===== src/rtl/scan_pkg.sv =====
package scan_pkg;
  typedef enum logic {
    FLD_EVEN = 1'b0,
    FLD_ODD  = 1'b1
  } field_e;

  typedef enum logic {
    HOLD_EMPTY = 1'b0,
    HOLD_FULL  = 1'b1
  } hold_e;
endpackage


===== src/rtl/scan_start_calc.sv =====
module scan_start_calc #(
  parameter int AW = 32,
  parameter int PW = 16,
  parameter int XW = 12,
  parameter int YW = 12
) (
  input  logic [AW-1:0] base,
  input  logic [PW-1:0] pitch,
  input  logic [XW-1:0] pan_x,
  input  logic [YW-1:0] pan_y,
  input  logic [2:0]    bpp,
  input  logic          interlace,
  output logic [AW-1:0] odd_start,
  output logic [AW-1:0] even_start,
  output logic [AW-1:0] stride
);
  logic [AW-1:0] pitch_w;
  logic [AW-1:0] row_off;
  logic [AW-1:0] col_off;
  logic [AW-1:0] first;

  always_comb begin
    pitch_w    = AW'(pitch);
    row_off    = AW'(pan_y) * pitch_w;
    col_off    = AW'(pan_x) * AW'(bpp);
    first      = base + row_off + col_off;
    odd_start  = first;
    even_start = interlace ? first + pitch_w : first;
    stride     = interlace ? (pitch_w << 1) : pitch_w;
  end
endmodule


===== src/rtl/scan_flip_ctrl.sv =====
module scan_flip_ctrl
  import scan_pkg::*;
#(
  parameter int AW = 32
) (
  input  logic          clk,
  input  logic          rst_n,
  input  logic [AW-1:0] cfg_base,
  input  logic          flip_valid,
  input  logic [AW-1:0] flip_base,
  input  logic          blanked,
  input  logic          field_end,
  output logic          flip_ready,
  output logic          busy,
  output logic          flip_done,
  output logic [AW-1:0] base_now
);
  hold_e         hold_q;
  logic [AW-1:0] held_base;
  logic [AW-1:0] act_base;
  logic          swapped;
  logic          commit;
  logic          accept;

  always_comb begin
    commit     = (hold_q == HOLD_FULL) && (field_end || blanked);
    accept     = flip_valid && (hold_q == HOLD_EMPTY);
    flip_ready = (hold_q == HOLD_EMPTY);
    busy       = (hold_q == HOLD_FULL);
    if (commit)       base_now = held_base;
    else if (swapped) base_now = act_base;
    else              base_now = cfg_base;
  end

  always_ff @(posedge clk or negedge rst_n) begin
    if (!rst_n) begin
      hold_q    <= HOLD_EMPTY;
      held_base <= '0;
      act_base  <= '0;
      swapped   <= 1'b0;
      flip_done <= 1'b0;
    end else begin
      flip_done <= commit;
      if (commit) begin
        act_base <= held_base;
        swapped  <= 1'b1;
        hold_q   <= HOLD_EMPTY;
      end else if (accept) begin
        held_base <= flip_base;
        hold_q    <= HOLD_FULL;
      end
    end
  end
endmodule


===== src/rtl/scan_line_walker.sv =====
module scan_line_walker
  import scan_pkg::*;
#(
  parameter int AW = 32
) (
  input  logic          clk,
  input  logic          rst_n,
  input  logic          field_start,
  input  logic          line_end,
  input  logic          field_odd,
  input  logic [AW-1:0] odd_start,
  input  logic [AW-1:0] even_start,
  input  logic [AW-1:0] stride,
  output logic [AW-1:0] line_addr
);
  field_e        fld;
  logic [AW-1:0] start_sel;

  always_comb begin
    fld       = field_e'(field_odd);
    start_sel = (fld == FLD_ODD) ? odd_start : even_start;
  end

  always_ff @(posedge clk or negedge rst_n) begin
    if (!rst_n)           line_addr <= '0;
    else if (field_start) line_addr <= start_sel;
    else if (line_end)    line_addr <= line_addr + stride;
  end
endmodule


===== src/rtl/scan_addr_flip.sv =====
module scan_addr_flip #(
  parameter int AW = 32,
  parameter int PW = 16,
  parameter int XW = 12,
  parameter int YW = 12
) (
  input  logic          clk,
  input  logic          rst_n,
  input  logic [AW-1:0] cfg_base,
  input  logic [PW-1:0] cfg_pitch,
  input  logic [XW-1:0] cfg_x,
  input  logic [YW-1:0] cfg_y,
  input  logic [2:0]    cfg_bpp,
  input  logic          cfg_interlace,
  input  logic          flip_valid,
  input  logic [AW-1:0] flip_base,
  output logic          flip_ready,
  input  logic          blanked,
  input  logic          field_end,
  input  logic          field_start,
  input  logic          field_odd,
  input  logic          line_end,
  output logic [AW-1:0] line_addr,
  output logic          busy,
  output logic          flip_done
);
  logic [AW-1:0] base_now;
  logic [AW-1:0] odd_start;
  logic [AW-1:0] even_start;
  logic [AW-1:0] stride;

  scan_flip_ctrl #(.AW(AW)) u_flip (
    .clk(clk), .rst_n(rst_n), .cfg_base(cfg_base),
    .flip_valid(flip_valid), .flip_base(flip_base),
    .blanked(blanked), .field_end(field_end),
    .flip_ready(flip_ready), .busy(busy), .flip_done(flip_done),
    .base_now(base_now)
  );

  scan_start_calc #(.AW(AW), .PW(PW), .XW(XW), .YW(YW)) u_calc (
    .base(base_now), .pitch(cfg_pitch), .pan_x(cfg_x), .pan_y(cfg_y),
    .bpp(cfg_bpp), .interlace(cfg_interlace),
    .odd_start(odd_start), .even_start(even_start), .stride(stride)
  );

  scan_line_walker #(.AW(AW)) u_walk (
    .clk(clk), .rst_n(rst_n), .field_start(field_start),
    .line_end(line_end), .field_odd(field_odd),
    .odd_start(odd_start), .even_start(even_start), .stride(stride),
    .line_addr(line_addr)
  );
endmodule


===== config.mk =====
export PLATFORM = sky130hd
export DESIGN_NAME = scan_addr_flip
export DESIGN_NICKNAME = d
export VERILOG_FILES = /design/src/rtl/scan_pkg.sv /design/src/rtl/scan_start_calc.sv /design/src/rtl/scan_flip_ctrl.sv /design/src/rtl/scan_line_walker.sv /design/src/rtl/scan_addr_flip.sv
export SDC_FILE = /design/constraint.sdc
export NUM_CORES = 1
export LEC_CHECK = 0
export BUFFER_PORTS_ARGS = -buffer_cell sky130_fd_sc_hd__buf_2
export CORE_MARGIN = 3
export CORE_UTILIZATION = 40
export DETAILED_ROUTE_END_ITERATION = 16
export MAX_ROUTING_LAYER = met4
export PLACE_DENSITY = 0.59
export SLEW_MARGIN = 20
export SYNTH_ARGS = -nofsm -noshare
export SYNTH_HDL_FRONTEND = slang
export SYNTH_HIERARCHICAL = 1
export SYNTH_SLANG_ARGS = --single-unit

===== constraint.sdc =====
create_clock -name clk -period 6 [get_ports clk]
set_clock_uncertainty 0.2 [all_clocks]
set_input_delay 0.6 -clock clk [delete_from_list [all_inputs] [get_ports clk]]
set_output_delay 0.6 -clock clk [all_outputs]
set_load 0.02 [all_outputs]

==> out/metrics.yaml <==
cp_common_cell: "fa_1"
core_area_um2: 42230
fin_crit_sh: 1.219
worstSetupPathType: "input pin to flip-flop"
ys_seq_area_frac: 0.1436
io_buffers: 150
max-slew-margin-rel: 0.3730
post-route-worst-setup-slack_ns: -1.317
layout-drive-gt1-share: 0.3356
slew_violations: 0
gp_congestion: 0.9730
final_common_cell: "buf_4"
first_iter_violations: 699
holdCritPathClass: "input pin to async pin"
tritoncts: "yes"
drt-pass1-iter-count: 5
dominant_combinational_cell_family_by_area_after_synthesis: "adder cells"
place_hpwl_um: 41380
die_height_um: 213.7
routed_wirelength_um: 50710
critPathArrivalTime_ns: 7.36
remaining_antenna_violation_count: 0
synth-seq-cells: 99
htree_levels: 3
grt_setup_unrepaired: "yes"
maximum_buffer_depth_of_the_clock_tree: 2
area_of_the_mapped_netlist_um2: 17250
cpLargestDelayFamily: "adder cells"
minimum_period_implied_by_the_final_worst_setup_slack_ns: 7.317
clkSlewWorstSetupHoldPaths_ns: 0.08
synth_compound_gate_area_share: 0.1462
critical_path.n_buffers_inverters: 9
synthesis.yosys.warnings: 6
post_synth_xor_area_fraction: 0.04258
number_of_synthesized_flops_with_an_enable_pin: 0
grt_overflow: 0
dpl.cell_count: 2785
drc_errors: 0
yosys.area_share.adder: 0.3408
number_of_distinct_library_cells_after_synthesis: 95
async_reset_ff_frac: 1.000
grt_max_degree: 59
worst-path-max-fanout: 5
antenna_found_initial: 3
std_cell_rows: 75
setup_viol: 24
synthFlopType: "dfrtp_1"
first_pass_grt_wire_length_um: 81230
reg2reg_setup_slack_ns: -0.58
crit_slowest_cell: "fa_1"
finalSetupTns_ns: -23.77
viasPerCell: 5.105
timing_hold_violations_final: 0
worst_path_largest_cell_delay_ns: 0.56
worst_ep_required_time_ns: 6.05
outcome: "complete, but fails checks"
non_filler_cells_in_the_finished_layout: 2857
max_freq_mhz: 136.7
worst_skew_pair.late_latency_ns: 0.39
synth.area.mux_share: 0.08233
synth_simple_gate_area_frac: 0.1404
worst_setup_path_start_kind: "input pin"
tightest_slew_ns: 0.9405
failed_checks: "setup timing"
vias: 14590
num-fill-cells: 3904
initial_core_util: 0.4085
timing.critical_path.depth: 32
layout.nets: 2774
syn_avg_cell_area_um2: 9.045
cts_num_sinks: 99
gr-usage-all-layers: 0.2335
grt_pass1_vias: 15220
clock_tree.root_cell: "clkbuf_16"
dp_worst_setup_slack_ns: -2.037
wl_per_cell_um: 17.75
syn-instance-count: 1907
layout_common_cells: "304 x buf_4, 291 x inv_1, 197 x fa_1, 178 x nand2_1, 132 x buf_2"
overall_die_area_um2: 45650
holdWs_ns: 0.03727
end_kind: "flip-flop"
length_in_cells_of_the_worst_reg_to_reg_path: 29
area_growth_from_synthesis_to_final_layout_pct: 28.93
drv.max_cap_violation_count: 0
dieWidth_um: 213.7
cts_made_buffers: 9
pin_count: 151
what timing repair did:
item / 4_1_cts / 5_1_grt
gates resized for setup: 163 / 73
cloned: 1 / 0
hold buffers: 0 / 0
pin swaps: 104 / 55
endpoints found under the setup margin: 27 / 26
buffers inserted: 31 / 24
worst register-to-register path, delay by kind of cell, from the launching register on:
kind | cells | cell delay (ns)
XOR/XNOR | 2 | 0.39
AND/OR/NAND/NOR | 6 | 0.86
buffers and inverters | 4 | 0.37
AO/OA/AOI/OAI | 11 | 1.68
multiplexers | 1 | 0.28
flip-flops | 1 | 0.45
adder cells (fa/ha/maj) | 5 | 2.22
routing by layer:
metal  routed length (um)  vias up  GRT usage  part of all wire
li1                     -     7022          -                 -
met1                21830     7207     0.3007              0.43
met2                25710      308     0.3949              0.51
met3                 2074       49    0.02824             0.041
met4                 1100        0    0.05697             0.022
met5                    0        -          -                 0
sequential cells by signal, summed over array words and instances (netlist names):
name	flops
u_flip/flip_done	1
u_flip/swapped	1
u_flip/busy	1
u_walk/line_addr	32
u_flip/held_base	32
u_flip/act_base	32
cell usage after synthesis (all sizes together) (6+ instances only):
cell type    n  area (um^2)
nor2b       22        142.6
fa         203         4064
o211ai      44        335.3
and3         8        50.05
ha         145         1814
and2       114        714.4
a21oi       97        504.2
o21a         9        67.56
o21ai      111        675.7
a21o        38        295.3
mux2        58        765.7
mux2i       65        654.4
a31oi       11        90.08
nand2b       6        37.54
inv        309         1160
clkbuf      57        214.0
nand3       27        145.1
nor3        11        60.06
a211oi      23        197.7
xnor2       37        350.3
buf         55        417.9
nand2      190        718.2
nor2        45        171.4
dfrtp       99         2477
nand4       16        115.1
xor2        40        384.1
logic make-up (layout without fill, tap and decap cells):
logic type	after synthesis	count (layout)
and+or+nand+nor	467	467
buffers and inverters	421	815
muxes	123	123
xor gates and xnor gates	77	77
other	1	18
AOI/OAI and AO/OA	371	371
adders and majority gates	348	348
DFF	99	99
stage by stage:
stage | util | instance area, um^2
2_1_floorplan | - | 17540
3_3_place_gp | 0.4846 | 20460
3_5_place_dp | 0.4846 | 20460
4_1_cts | 0.5155 | 21770
5_1_grt | 0.5266 | 22240
6_report | 0.5266 | 22240
final timing paths:
path,start,to
worst min register to register,u_flip/held_base[22],u_flip/held_base[22]
worst max register to register,u_flip/busy,u_walk/line_addr[24]
max in group asynchronous,rst_n,u_flip/swapped
worst min-delay path,rst_n,u_walk/line_addr[29]
worst max-delay path,cfg_y[1],u_walk/line_addr[24]
min in group clk,flip_base[12],u_flip/held_base[12]
final cells by class:
class / instances / area (um^2) / area share
inverters: 309 / 1160 / 0.05215
flip-flops and latches: 99 / 2479 / 0.1115
clock buffers: 9 / 225.2 / 0.01013
repair buffers: 490 / 3636 / 0.1635
clock inverters: 7 / 71.32 / 0.003207
multi-input cells: 1401 / 13990 / 0.6289
diodes: 3 / 7.507 / 0.0003376
well taps: 539 / 674.4 / 0.03033
Power is not shown: default switching activity piles up to over one toggle a cycle in this logic, so the estimate is an artifact.
